File: src/rtl/pt_xlate_pkg.sv
// Package: shared types of the page-table walking translator.
// Assumes one level of table and entries as wide as the data bus.
package pt_xlate_pkg;

    // Controller states; the order follows the walk sequence
    typedef enum logic [2:0] {
        WS_IDLE,
        WS_ADD,
        WS_SETA,
        WS_READPTE,
        WS_COMPPA,
        WS_READ,
        WS_WRITE
    } walk_state_t;

    // Source selected into the address register
    typedef enum logic [1:0] {
        AR_RAW,
        AR_PTE,
        AR_PHYS
    } ar_src_t;

    // Datapath controls issued by the controller
    typedef struct packed {
        logic    take_req;
        logic    ar_load;
        ar_src_t ar_src;
        logic    dr_load;
    } walk_ctl_t;

    // Flag positions inside a table entry
    localparam int PTE_V_BIT = 2;
    localparam int PTE_W_BIT = 1;
    localparam int PTE_R_BIT = 0;

endpackage

File: src/rtl/pt_entry_check.sv
// Module: decides whether a fetched entry allows the requested access.
// Assumes flags arrive as {valid, write, read}. Purely combinational.
module pt_entry_check
    import pt_xlate_pkg::*;
(
    input  logic [2:0] flags,
    input  logic       is_write,
    output logic       fault
);

    logic ok_valid;
    logic ok_right;

    // Split the flag checks, then combine them into a single fault
    always_comb begin
        ok_valid = flags[PTE_V_BIT];
        ok_right = is_write ? flags[PTE_W_BIT] : flags[PTE_R_BIT];
        fault    = !(ok_valid && ok_right);
    end

endmodule

File: src/rtl/pt_walk_datapath.sv
// Module: request latches, address and data registers of the walker.
// Assumes the entry width equals DATA_W and ADDR_W == DATA_W.
module pt_walk_datapath
    import pt_xlate_pkg::*;
#(
    parameter int ADDR_W = 32,
    parameter int DATA_W = 32,
    parameter int OFS_W  = 12,
    localparam int PIDX_W = ADDR_W - OFS_W
)(
    input  logic              clk,
    input  logic              rst_n,
    input  walk_ctl_t         ctl,
    input  logic              cpu_wr,
    input  logic [ADDR_W-1:0] cpu_addr,
    input  logic [DATA_W-1:0] cpu_wdata,
    input  logic [PIDX_W-1:0] pt_origin,
    input  logic [PIDX_W-1:0] pt_length,
    input  logic [DATA_W-1:0] mem_rdata,
    output logic              req_wr,
    output logic              len_fault,
    output logic              pte_fault,
    output logic [ADDR_W-1:0] ar,
    output logic [DATA_W-1:0] dr,
    output logic [ADDR_W-1:0] va_q,
    output logic [DATA_W-1:0] wdata_q
);

    localparam int ESH   = $clog2(DATA_W / 8);
    localparam int PAD_W = ADDR_W - PIDX_W - ESH;

    logic [PIDX_W-1:0] page_idx;
    logic [ADDR_W-1:0] pte_addr;
    logic [ADDR_W-1:0] phys_addr;
    logic [ADDR_W-1:0] ar_next;

    // Latch the request when the controller accepts it
    always_ff @(posedge clk) begin
        if (!rst_n) begin
            va_q    <= '0;
            req_wr  <= 1'b0;
            wdata_q <= '0;
        end else if (ctl.take_req) begin
            va_q    <= cpu_addr;
            req_wr  <= cpu_wr;
            wdata_q <= cpu_wdata;
        end
    end

    // Entry address, physical address and length comparison
    always_comb begin
        page_idx  = va_q[ADDR_W-1:OFS_W];
        pte_addr  = {pt_origin, {OFS_W{1'b0}}}
                  + {{PAD_W{1'b0}}, page_idx, {ESH{1'b0}}};
        phys_addr = {dr[DATA_W-1 -: PIDX_W], va_q[OFS_W-1:0]};
        len_fault = (page_idx >= pt_length);
    end

    // Choose the next address register value
    always_comb begin
        case (ctl.ar_src)
            AR_PTE:  ar_next = pte_addr;
            AR_PHYS: ar_next = phys_addr;
            default: ar_next = va_q;
        endcase
    end

    // Address register feeding the cache port
    always_ff @(posedge clk) begin
        if (!rst_n)
            ar <= '0;
        else if (ctl.ar_load)
            ar <= ar_next;
    end

    // Data register capturing entries and read data
    always_ff @(posedge clk) begin
        if (!rst_n)
            dr <= '0;
        else if (ctl.dr_load)
            dr <= mem_rdata;
    end

    pt_entry_check u_check (
        .flags    (dr[2:0]),
        .is_write (req_wr),
        .fault    (pte_fault)
    );

    AST_PA_OFFSET: assert property (@(posedge clk) disable iff (!rst_n)
        (ctl.ar_load && ctl.ar_src == AR_PHYS)
        |=> ar[OFS_W-1:0] == $past(va_q[OFS_W-1:0]));

    AST_LEN_BOUND: assert property (@(posedge clk) disable iff (!rst_n)
        (ctl.ar_load && ctl.ar_src == AR_PTE)
        |-> va_q[ADDR_W-1:OFS_W] < pt_length);

endmodule

File: src/rtl/pt_walk_fsm.sv
// Module: walk controller sequencing the table lookup and the access.
// Assumes the cache holds mem_busy high until the strobed access ends.
module pt_walk_fsm
    import pt_xlate_pkg::*;
(
    input  logic      clk,
    input  logic      rst_n,
    input  logic      cpu_req,
    input  logic      cpu_xlate,
    input  logic      req_wr,
    input  logic      len_fault,
    input  logic      pte_fault,
    input  logic      mem_busy,
    output walk_ctl_t ctl,
    output logic      mem_rd,
    output logic      mem_wr,
    output logic      cpu_busy,
    output logic      exc_len,
    output logic      exc_pte
);

    walk_state_t state;
    walk_state_t state_n;
    logic        set_len;
    logic        set_pte;

    // Next state, datapath controls and strobes
    always_comb begin
        state_n     = state;
        ctl         = '{take_req: 1'b0, ar_load: 1'b0, ar_src: AR_RAW, dr_load: 1'b0};
        mem_rd      = 1'b0;
        mem_wr      = 1'b0;
        set_len     = 1'b0;
        set_pte     = 1'b0;
        case (state)
            WS_IDLE: begin
                if (cpu_req) begin
                    ctl.take_req = 1'b1;
                    state_n      = cpu_xlate ? WS_ADD : WS_SETA;
                end
            end
            WS_ADD: begin
                ctl.ar_load = 1'b1;
                ctl.ar_src  = AR_PTE;
                if (len_fault) begin
                    ctl.ar_load = 1'b0;
                    set_len     = 1'b1;
                    state_n     = WS_IDLE;
                end else begin
                    state_n = WS_READPTE;
                end
            end
            WS_SETA: begin
                ctl.ar_load = 1'b1;
                ctl.ar_src  = AR_RAW;
                state_n     = req_wr ? WS_WRITE : WS_READ;
            end
            WS_READPTE: begin
                mem_rd = 1'b1;
                if (!mem_busy) begin
                    ctl.dr_load = 1'b1;
                    state_n     = WS_COMPPA;
                end
            end
            WS_COMPPA: begin
                if (pte_fault) begin
                    set_pte = 1'b1;
                    state_n = WS_IDLE;
                end else begin
                    ctl.ar_load = 1'b1;
                    ctl.ar_src  = AR_PHYS;
                    state_n     = req_wr ? WS_WRITE : WS_READ;
                end
            end
            WS_READ: begin
                mem_rd = 1'b1;
                if (!mem_busy) begin
                    ctl.dr_load = 1'b1;
                    state_n     = WS_IDLE;
                end
            end
            WS_WRITE: begin
                mem_wr = 1'b1;
                if (!mem_busy)
                    state_n = WS_IDLE;
            end
            default: state_n = WS_IDLE;
        endcase
    end

    // State register
    always_ff @(posedge clk) begin
        if (!rst_n)
            state <= WS_IDLE;
        else
            state <= state_n;
    end

    // One-cycle fault pulses issued on return to idle
    always_ff @(posedge clk) begin
        if (!rst_n) begin
            exc_len <= 1'b0;
            exc_pte <= 1'b0;
        end else begin
            exc_len <= set_len;
            exc_pte <= set_pte;
        end
    end

    // Processor side sees busy in every state but idle
    always_comb cpu_busy = (state != WS_IDLE);

    AST_REQ_TAKEN: assert property (@(posedge clk) disable iff (!rst_n)
        (!cpu_busy && cpu_req) |=> cpu_busy);

    AST_RD_HOLD: assert property (@(posedge clk) disable iff (!rst_n)
        (mem_rd && mem_busy) |=> mem_rd);

    AST_WR_HOLD: assert property (@(posedge clk) disable iff (!rst_n)
        (mem_wr && mem_busy) |=> mem_wr);

    AST_STROBE_BUSY: assert property (@(posedge clk) disable iff (!rst_n)
        (mem_rd || mem_wr) |-> cpu_busy);

    AST_EXC_EXCL: assert property (@(posedge clk) disable iff (!rst_n)
        !(exc_len && exc_pte));

    AST_EXC_PULSE: assert property (@(posedge clk) disable iff (!rst_n)
        (exc_len || exc_pte) |=> !(exc_len || exc_pte));

    AST_EXC_IDLE: assert property (@(posedge clk) disable iff (!rst_n)
        (exc_len || exc_pte) |-> !cpu_busy);

    AST_LEN_NO_ACCESS: assert property (@(posedge clk) disable iff (!rst_n)
        exc_len |-> $past(state == WS_ADD));

endmodule

File: src/rtl/pt_walk_xlate.sv
// Module: top of the translator; joins controller and datapath.
// Assumes the processor pulses cpu_req only while cpu_busy is low.
module pt_walk_xlate
    import pt_xlate_pkg::*;
#(
    parameter int ADDR_W = 32,
    parameter int DATA_W = 32,
    parameter int OFS_W  = 12,
    localparam int PIDX_W = ADDR_W - OFS_W
)(
    input  logic              clk,
    input  logic              rst_n,
    input  logic              cpu_req,
    input  logic              cpu_xlate,
    input  logic              cpu_wr,
    input  logic [ADDR_W-1:0] cpu_addr,
    input  logic [DATA_W-1:0] cpu_wdata,
    output logic [DATA_W-1:0] cpu_rdata,
    output logic              cpu_busy,
    input  logic [PIDX_W-1:0] pt_origin,
    input  logic [PIDX_W-1:0] pt_length,
    output logic              exc_len,
    output logic              exc_pte,
    output logic [ADDR_W-1:0] exc_vaddr,
    output logic              mem_rd,
    output logic              mem_wr,
    output logic [ADDR_W-1:0] mem_addr,
    output logic [DATA_W-1:0] mem_wdata,
    input  logic [DATA_W-1:0] mem_rdata,
    input  logic              mem_busy
);

    walk_ctl_t         ctl;
    logic              req_wr;
    logic              len_fault;
    logic              pte_fault;
    logic [ADDR_W-1:0] ar;
    logic [DATA_W-1:0] dr;
    logic [ADDR_W-1:0] va_q;
    logic [DATA_W-1:0] wdata_q;

    pt_walk_fsm u_fsm (
        .clk       (clk),
        .rst_n     (rst_n),
        .cpu_req   (cpu_req),
        .cpu_xlate (cpu_xlate),
        .req_wr    (req_wr),
        .len_fault (len_fault),
        .pte_fault (pte_fault),
        .mem_busy  (mem_busy),
        .ctl       (ctl),
        .mem_rd    (mem_rd),
        .mem_wr    (mem_wr),
        .cpu_busy  (cpu_busy),
        .exc_len   (exc_len),
        .exc_pte   (exc_pte)
    );

    pt_walk_datapath #(
        .ADDR_W (ADDR_W),
        .DATA_W (DATA_W),
        .OFS_W  (OFS_W)
    ) u_dp (
        .clk       (clk),
        .rst_n     (rst_n),
        .ctl       (ctl),
        .cpu_wr    (cpu_wr),
        .cpu_addr  (cpu_addr),
        .cpu_wdata (cpu_wdata),
        .pt_origin (pt_origin),
        .pt_length (pt_length),
        .mem_rdata (mem_rdata),
        .req_wr    (req_wr),
        .len_fault (len_fault),
        .pte_fault (pte_fault),
        .ar        (ar),
        .dr        (dr),
        .va_q      (va_q),
        .wdata_q   (wdata_q)
    );

    // Drive the port-side views of the datapath registers
    always_comb begin
        mem_addr  = ar;
        mem_wdata = wdata_q;
        cpu_rdata = dr;
        exc_vaddr = va_q;
    end

    AST_ADDR_HOLD: assert property (@(posedge clk) disable iff (!rst_n)
        ((mem_rd || mem_wr) && mem_busy) |=> $stable(mem_addr));

endmodule

File: config.mk
export PLATFORM = sky130hd
export DESIGN_NAME = pt_walk_xlate
export DESIGN_NICKNAME = d
export VERILOG_FILES = /design/src/rtl/pt_xlate_pkg.sv /design/src/rtl/pt_entry_check.sv /design/src/rtl/pt_walk_datapath.sv /design/src/rtl/pt_walk_fsm.sv /design/src/rtl/pt_walk_xlate.sv
export SDC_FILE = /design/constraint.sdc
export NUM_CORES = 1
export LEC_CHECK = 0
export BUFFER_PORTS_ARGS = -buffer_cell sky130_fd_sc_hd__buf_2
export CAP_MARGIN = 25
export CORE_ASPECT_RATIO = 0.5
export CORE_UTILIZATION = 44
export DETAILED_ROUTE_END_ITERATION = 16
export MAX_ROUTING_LAYER = met4
export PLACE_DENSITY = 0.77
export SYNTH_ARGS = -nofsm -noshare
export SYNTH_HDL_FRONTEND = slang
export SYNTH_SLANG_ARGS = --single-unit
export TNS_END_PERCENT = 5
File: constraint.sdc
create_clock -name clk -period 2.7 [get_ports clk]
set_clock_uncertainty 0.1 [all_clocks]
set_input_delay 0.27 -clock clk [delete_from_list [all_inputs] [get_ports clk]]
set_output_delay 0.27 -clock clk [all_outputs]
set_load 0.1 [all_outputs]
==> results of run 1 <==
## cells by family (layout without fill, tap and decap cells)
family	after synthesis	after routing	synth area share, %
buffers and inverters	89	429	5.46
adder cells (fa/ha/maj)	31	31	5.95
flip-flops	134	134	40.4
XOR/XNOR	7	7	0.923
AND/OR/NAND/NOR	337	337	21.1
AO/OA/AOI/OAI	239	239	24.2
multiplexers	13	13	2.00
## flip-flops by register name, indices dropped and copies added (netlist names)
signal and cells:
u_fsm.state 3, u_fsm.exc_len 1, u_dp.dr 32, u_fsm.exc_pte 1, u_dp.wdata_q 32, u_dp.va_q 32, u_dp.req_wr 1, u_dp.ar 32
## power breakdown
| group | internal [W] | switching [W] | total [W] | leakage, nW |
|---|---|---|---|---|
| Clock | 0.00139 | 0.000942 | 0.00233 | 0.277 |
| Combinational | 0.00145 | 0.00504 | 0.00649 | 3.03 |
| Sequential | 0.00244 | 0.000387 | 0.00283 | 1.10 |
## cell usage in the layout, fill, tap and decap left out, drive strengths merged, types with 5 or more instances in the layout
cell           n
nand4         10
a32oi          5
o21ai         22
a21oi        117
a31oi          6
mux2i         11
nand2        259
nand3          5
buf          304
ha            30
a211oi        20
nor3           6
a21o           9
a311oi        14
dfxtp        134
dlygate4sd3   62
inv           34
nor2          23
a221oi         9
clkbuf        21
nor2b          6
## routing by layer
| layer | vias up | track usage, % | wire (µm) |
|---|---|---|---|
| met5 | - | - | 0 |
| met4 | 0 | 7.75 | 344 |
| met3 | 37 | 4.85 | 1720 |
| met2 | 315 | 50.5 | 11200 |
| met1 | 3561 | 39.3 | 10700 |
| li1 | 3625 | - | - |
## area by class of cell
| cell class | instances | area, µm² |
|---|---|---|
| clock inverter | 11 | 113 |
| inverter | 31 | 119 |
| sequential | 134 | 2720 |
| fill | 1257 | 5010 |
| timing repair buffer | 366 | 2270 |
| clock buffer | 21 | 483 |
| multi-input combinational | 627 | 3630 |
| tap | 198 | 248 |
## final timing paths
kind	to	from	slack (ns)	depth (start not counted)
hold reg to reg	u_dp.wdata_q[4]$_SDFFE_PN0P_	u_dp.wdata_q[4]$_SDFFE_PN0P_	0.35	2
hold / removal	u_dp.dr[4]$_SDFFE_PN0P_	mem_rdata[4]	0.006	3
setup / recovery	mem_rd	u_fsm.state[2]$_SDFFE_PN0P_	0.13	4
setup reg to reg	u_dp.ar[25]$_SDFFE_PN0P_	u_dp.va_q[24]$_SDFFE_PN0P_	0.14	10
## repair_timing
| action | CTS | global route |
|---|---|---|
| resized for setup | 0 | 2 |
| setup endpoints to repair | 0 | 2 |
| hold buffers | 62 | 0 |
| hold endpoints to repair | 62 | 0 |
## through the flow
stage	hold slack (ns)	setup slack [ns]
6_report	0.00568	0.129
5_1_grt	0.00447	0.00484
2_1_floorplan	0.296	-0.0158
3_3_place_gp	0.339	0.140
3_5_place_dp	0.344	0.0877
4_1_cts	0.0000251	0.115
## worst max-delay path: cells and delay by family, from the launching register on
family	cells	cell delay (ns)
compound gates	1	0.21
buf+inv	2	0.50
simple gates	1	0.36
flops	1	0.72
==> out/metrics.cfg, run 1 <==
[status]
status=complete, no violations

[die]
rows=31
dieArea_um2=15600
core_area_um2=14600
initial_core_util_pct=45.5
dieHeight_um=88.9
dieWidth_um=176
io_pins=275

[logic_synthesis]
syn_inst=850
netlist_top_cells_count=nand2_1 (258), dfxtp_1 (134), a21oi_1 (116)
synth_top_area_cell=dfxtp_1
synth-edff-count=0
synth_cell_types=68
avgSynthCellArea_um2=7.81
synth_top_cells_by_area=dfxtp_1 (40%), nand2_1 (15%), a21oi_1 (8.7%), ha_1 (5.7%), clkbuf_1 (2.7%)
ys_async_sr_fraction_pct=0
yosysWarnings=0
syn_area_um2=6640
netlist.area_leader.share_pct=40.4
synthFlopType=dfxtp_1
seq_area_frac_synth_pct=40.4
syn-num-nets=1023
ys_ff_latch=134
yosysMostFrequentCell=nand2_1

[clock_tree]
clock-sinks=134
cts.clk_slew.worst_paths_ns=0.06
cts_buffers=17
htreeDepth=4
cts_tree=built
worstSkewPairLatency_ns=0.41
cts_buffer_depth=2
cts_setup_buffers=0
clockRootBuffer=clkbuf_16

[drt]
vias=7538
drc=0
post_drt_wl_per_cell_um=17.2
drt_iter0_drc=560
totalWireLength_mm=23.9
ant_nets=0
dr.pass1.iters=5
via_per_inst=5.43

[sta]
setup_violations=0
rsz0062_at_grt=false
setup_tns_ns=0
hold_viol=0
drv_slew=0
period_needed_ns=2.57
tightest_slew_ns=0.635
fin_crit_sh_pct=95.2
slew_headroom_pct=57.6
fmax_ghz=0.389

[worst_setup_path]
crit_type=flip-flop to primary output
critPathMaxFanout=18
cp.required_ns=2.33
end_kind=primary output
cp_slowest_cell=dfxtp_1
crit_chain=nor2b_1 -> o21ai_0 -> inv_1 -> buf_2
start_kind=flip-flop
cp.arrival_ns=2.20
max_stage_delay_ns=0.72

[global_routing]
groute.usage.overall_pct=30.6
grt_pass1_wl_mm=36.1
gr-total-overflow=0
grt_max_degree=59
antenna_found_initial=0
first_global_vias=6924

[power_and_ir_drop]
worst_ir_drop_vdd_uv=609
total_power_w=0.0117
leakagePower_nw=4.41
p_per_area_nw_per_um2=1220

[finish]
final_cells=1388
syn_to_final_growth_pct=44.2
layout-drive-gt1-share_pct=32.1
finalInstanceArea_um2=9580
antenna_cells=0
postLayoutCoreUtil_pct=65.7
nets=1350

[placed_design]
port_buffers=274
place_area_um2=8350
dp_hpwl_mm=16.8
dp.cells=1294
gp_congestion=0.957

[job]
cap_violations=0

[hold_path]
hold_class=primary input to flip-flop

Power figures use the tool's default switching activity.
==> run 2: changes to the inputs <==
SETUP_SLACK_MARGIN = 0.2   (was unset)
==> out/metrics.cfg, run 2 (same netlist as run 1, synthesis figures left out) <==
[sta]
setup_tns_ns=0  ; unchanged
setup_slack_ns=0.229  ; +0.0998 ns
tightest_slew_ns=0.637  ; +0.00233 ns
setup_violations=0  ; unchanged
hold_viol=0  ; unchanged
slew_headroom_pct=57.5  ; -0.14 points
rsz0062_at_grt=true
fmax_ghz=0.405  ; +4.0%
fin_crit_sh_pct=91.5  ; -3.7 points
drv_slew=0  ; unchanged
period_needed_ns=2.47  ; -0.0998 ns

[hold_path]
hold_start=cpu_wdata[3]
holdPathEnd=u_dp.wdata_q[3]$_SDFFE_PN0P_
hold_class=primary input to flip-flop
whs_path_depth=3  ; unchanged

[placed_design]
dp_hpwl_mm=17.0  ; +1.1%
gp_congestion=1.01  ; +5.9%
dp_slack_ns=0.161  ; +0.0736 ns
port_buffers=274  ; unchanged

[drt]
drc=0  ; unchanged
drt_iter0_drc=516  ; -7.9%
via_per_inst=5.53  ; +1.8%
dr.pass1.iters=5  ; unchanged
ant_nets=0  ; unchanged
vias=7831  ; +3.9%
post_drt_wl_per_cell_um=17.8  ; +3.0%
totalWireLength_mm=25.2  ; +5.1%

[power_and_ir_drop]
worst_ir_drop_vdd_uv=621  ; +2.0%
p_per_area_nw_per_um2=1190  ; -2.6%
leakagePower_nw=4.55  ; +3.2%
total_power_w=0.0118  ; +0.95%

[die]
dieArea_um2=15600  ; unchanged
dieHeight_um=88.9  ; unchanged
dieWidth_um=176  ; unchanged
initial_core_util_pct=45.5  ; unchanged
io_pins=275  ; unchanged
core_area_um2=14600  ; unchanged
rows=31  ; unchanged

[worst_setup_path]
r2r_cells=9  ; -1
ff2ff_setup_slack_ns=0.23  ; +0.09 ns
start_kind=flip-flop
startpoint=u_dp.va_q[14]$_SDFFE_PN0P_
r2r_end=u_dp.ar[7]$_SDFFE_PN0P_
cp.arrival_ns=2.70  ; +0.50 ns
critPathMaxFanout=12  ; -6
crit_chain=ha_4 -> a211o_1 -> a31oi_1 -> o221ai_2 -> a2111oi_4 -> buf_6 -> buf_12 -> a211oi_1 -> a311oi_1
crit_type=flip-flop to flip-flop
cp_slowest_cell=a2111oi_4
worstReg2RegStart=u_dp.va_q[14]$_SDFFE_PN0P_
end_kind=flip-flop
max_stage_delay_ns=0.39  ; -0.33 ns
cp.required_ns=2.93  ; +0.60 ns

[clock_tree]
clock-sinks=134  ; unchanged
worstSkewPairLatency_ns=0.42  ; about the same
cts.clk_slew.worst_paths_ns=0.06  ; about the same
clockRootBuffer=clkbuf_16
cts_tree=built
cts_buffers=17  ; unchanged
htreeDepth=4  ; unchanged
cts_buffer_depth=2  ; unchanged

[global_routing]
gr-total-overflow=0  ; unchanged
groute.usage.overall_pct=32.5  ; +1.9 points
first_global_vias=7504  ; +8.4%
grt_pass1_wl_mm=38.0  ; +5.3%
grt_max_degree=61  ; +3.4%
antenna_found_initial=0  ; unchanged

[finish]
antenna_cells=0  ; unchanged
layout-drive-gt1-share_pct=32.2  ; +0.083 points
nFillCells=1216  ; -3.3%
syn_to_final_growth_pct=49.5
nets=1378  ; +2.1%
mostFrequentLayoutCells=buf_2 (274), nand2_1 (257), a21oi_1 (116)
final_common_cell=buf_2

[status]
status=complete, no violations

[job]
cap_violations=0  ; unchanged

## run 2: worst max path at each step
| stage | endpoint | cells after the start |
|---|---|---|
| after global routing | u_dp.ar[3]$_SDFFE_PN0P_ | 9 |
| after global placement | u_dp.ar[31]$_SDFFE_PN0P_ | 10 |
| after floorplan | u_dp.ar[29]$_SDFFE_PN0P_ | 8 |
| final | u_dp.ar[7]$_SDFFE_PN0P_ | 9 |
| after detailed placement | u_dp.ar[31]$_SDFFE_PN0P_ | 10 |
| after CTS | u_dp.ar[22]$_SDFFE_PN0P_ | 8 |
## run 2: repair_timing
action	CTS	global route
endpoints found under the hold margin	91	0
hold buffers	91	0
setup endpoints to repair	2	22
setup buffers	0	1
gates resized for setup	1	3
gates cloned	0	0
## run 2: power breakdown
| group | total, W | switching [W] | internal (W) |
|---|---|---|---|
| Sequential | 0.00285 | 0.000409 | 0.00244 |
| Clock | 0.00235 | 0.000954 | 0.00139 |
| Combinational | 0.00657 | 0.00506 | 0.00150 |
| Total | 0.0118 | 0.00642 | 0.00534 |
## run 2: per-stage QoR
step | cells | instance area [µm²] | hold slack [ns] | utilization (%)
floorplan | 850 | 6740 | 0.296 | -
global placement | 1292 | 8390 | 0.339 | 57.5
detailed placement | 1292 | 8390 | 0.344 | 57.5
CTS | 1415 | 9890 | 0.000345 | 67.8
global route | 1416 | 9930 | 0.00719 | 68.1
finish | 1416 | 9930 | 0.00460 | 68.1
## run 2: worst max-delay path, delay by kind of cell, from the launching register on
family                     cells  cell delay (ns)
AOI/OAI and AO/OA              6             1.33
DFF                            1             0.37
buffers and inverters          2             0.34
adders and majority gates      1             0.24
## run 2: layout make-up
| cell class | instances | area (µm²) | area share (%) |
|---|---|---|---|
| well taps | 198 | 248 | 2.50 |
| repair buffers | 394 | 2570 | 25.9 |
| multi-input cells | 627 | 3670 | 37.0 |
| flip-flops and latches | 134 | 2740 | 27.6 |
| clock buffers | 18 | 439 | 4.42 |
| inverters | 31 | 119 | 1.20 |
| clock inverters | 14 | 149 | 1.50 |
## run 2: layer usage
| metal | vias up | wire length, µm | global-route usage (%) |
|---|---|---|---|
| li1 | 3686 | - | - |
| met1 | 3703 | 10500 | 37.9 |
| met2 | 376 | 11900 | 54.5 |
| met3 | 66 | 2010 | 7.77 |
| met4 | 0 | 720 | 13.4 |
| met5 | - | 0 | - |
==> run 3: changes to the inputs <==
RECOVER_POWER = 50   (was unset)
==> out/metrics.cfg, run 3 (same netlist as run 1, synthesis figures left out) <==
[clock_tree]
clock-sinks=134  ; unchanged
cts.clk_slew.worst_paths_ns=0.06  ; about the same
cts_buffers=17  ; unchanged
htreeDepth=4  ; unchanged
clockRootBuffer=clkbuf_16
cts_tree=built
worstSkewPairLatency_ns=0.42  ; about the same
cts_buffer_depth=2  ; unchanged

[drt]
dr.pass1.iters=7  ; +2
drc=0  ; unchanged
totalWireLength_mm=25.0  ; -0.47%
ant_nets=0  ; unchanged
via_per_inst=5.49  ; -0.73%
post_drt_wl_per_cell_um=17.7  ; -0.47%
drt_iter0_drc=494  ; -4.3%
vias=7774  ; -0.73%

[finish]
antenna_cells=0  ; unchanged
nets=1378  ; unchanged
mostFrequentLayoutCells=nand2_1 (257), buf_2 (144), clkbuf_1 (130)
layout-drive-gt1-share_pct=21.4  ; -11 points
syn_to_final_growth_pct=47.0
final_common_cell=nand2_1
postLayoutCoreUtil_pct=67.0  ; -1.1 points
finalInstanceArea_um2=9760  ; -1.6%

[power_and_ir_drop]
seq_power_share_pct=24.6  ; +0.4 points
combPwrFrac_pct=55.3  ; -0.5 points
p_int_w=0.00522  ; -2.2%
sw_frac_of_total_pct=55.1  ; +0.54 points
p_per_area_nw_per_um2=1190  ; +0.59%
worst_ir_drop_vdd_uv=619  ; -0.26%
p_switching_w=0.00642  ; about the same
clockPowerShare_pct=20.1  ; about the same
leakagePower_nw=4.01  ; -12%

[die]
rows=31  ; unchanged
core_area_um2=14600  ; unchanged
initial_core_util_pct=45.5  ; unchanged
dieWidth_um=176  ; unchanged
dieHeight_um=88.9  ; unchanged
io_pins=275  ; unchanged
dieArea_um2=15600  ; unchanged

[global_routing]
gr-total-overflow=0  ; unchanged
antenna_found_initial=0  ; unchanged
grt_max_degree=61  ; unchanged
first_global_vias=7504  ; unchanged
groute.usage.overall_pct=32.5  ; unchanged
grt_pass1_wl_mm=38.0  ; unchanged

[sta]
holdWs_ns=0.0126  ; +0.00800 ns
fmax_ghz=0.406  ; +0.29%
slew_headroom_pct=15.8  ; -42 points
setup_tns_ns=0  ; unchanged
rsz0062_at_grt=true
fin_crit_sh_pct=91.2  ; -0.27 points
drv_slew=0  ; unchanged
period_needed_ns=2.46  ; -0.00720 ns
setup_violations=0  ; unchanged
hold_viol=0  ; unchanged
tightest_slew_ns=1.27  ; +0.631 ns
setup_slack_ns=0.236  ; +0.00720 ns

[worst_setup_path]
startpoint=u_dp.va_q[14]$_SDFFE_PN0P_
cp.required_ns=2.92  ; about the same
end_kind=flip-flop
cp.arrival_ns=2.69  ; about the same
ff2ff_setup_slack_ns=0.24  ; about the same
endpoint=u_dp.ar[7]$_SDFFE_PN0P_
cp_slowest_cell=a2111oi_4
max_stage_delay_ns=0.39  ; about the same
r2r_end=u_dp.ar[7]$_SDFFE_PN0P_
crit_chain=ha_4 -> a211o_1 -> a31oi_1 -> o221ai_2 -> a2111oi_4 -> buf_6 -> buf_12 -> a211oi_1 -> a311oi_1
critPathMaxFanout=12  ; unchanged
start_kind=flip-flop
crit_type=flip-flop to flip-flop
worstReg2RegStart=u_dp.va_q[14]$_SDFFE_PN0P_
r2r_cells=9  ; unchanged

[placed_design]
place_area_um2=8390  ; unchanged
port_buffers=274  ; unchanged
gp_congestion=1.01  ; unchanged
dp_hpwl_mm=17.0  ; unchanged
dp_slack_ns=0.161  ; unchanged

[hold_path]
hold_class=primary input to flip-flop
hold_start=cpu_wdata[3]

[status]
status=complete, no violations

[job]
cap_violations=0  ; unchanged

run 3: cell count changes in the layout (fill, tap and decap cells not counted), sizes merged:
cell	change
buf	-130
clkbuf	+130
run 3: final cells by class:
class	count	area [µm²]
clock buffers	18	439
clock inverters	14	149
fillers	1292	4820
inverters	31	119
multi-input cells	627	3670
flip-flops and latches	134	2740
well taps	198	248
repair buffers	394	2400
run 3: how the worst min path moves through the flow:
stage,end,slack [ns],depth (start not counted)
4_1_cts,u_dp.dr[15]$_SDFFE_PN0P_,0.0003,3
5_1_grt,u_dp.wdata_q[3]$_SDFFE_PN0P_,0.007,3
3_5_place_dp,u_dp.dr[3]$_SDFFE_PN0P_,0.34,2
6_report,u_dp.wdata_q[3]$_SDFFE_PN0P_,0.01,3
2_1_floorplan,u_dp.va_q[12]$_SDFFE_PN0P_,0.30,2
3_3_place_gp,u_dp.dr[3]$_SDFFE_PN0P_,0.34,2
run 3: power by group through the flow:
| stage | clock network [W] | registers, W | logic, W |
|---|---|---|---|
| 3_3_place_gp | 0 | 0.00286 | 0.00628 |
| 2_1_floorplan | 0 | 0.00573 | 0.00218 |
| 4_1_cts | 0.00236 | 0.00284 | 0.00648 |
| 6_report | 0.00234 | 0.00286 | 0.00644 |
| 3_5_place_dp | 0 | 0.00287 | 0.00635 |
| 5_1_grt | 0.00246 | 0.00292 | 0.00675 |
run 3: critical path: cells and delay by family (launching register included):
kind,cells,cell delay [ns]
adders and majority gates,1,0.24
AOI/OAI and AO/OA,6,1.32
buffers and inverters,2,0.34
DFF,1,0.37
run 3: routing by layer:
layer	track usage (%)	up-vias	part of all wire [%]	wire length, µm
li1	-	3682	-	-
met1	37.9	3703	43	10700
met2	54.5	331	47	11800
met3	7.77	58	7.3	1830
met4	13.4	0	2.6	661
met5	-	-	0	0
run 3: repair_timing:
item,in CTS,in global routing
hold buffers,91,0
gates resized for setup,1,3
endpoints found under the hold margin,91,0
buffers inserted,0,1
endpoints found under the setup margin,2,22
run 3: per-stage QoR:
stage                     instances  total power [W]
after global placement         1292          0.00914
after detailed placement       1292          0.00922
final                          1416           0.0116
after global routing           1416           0.0121
after CTS                      1415           0.0117
after floorplan                 850          0.00790
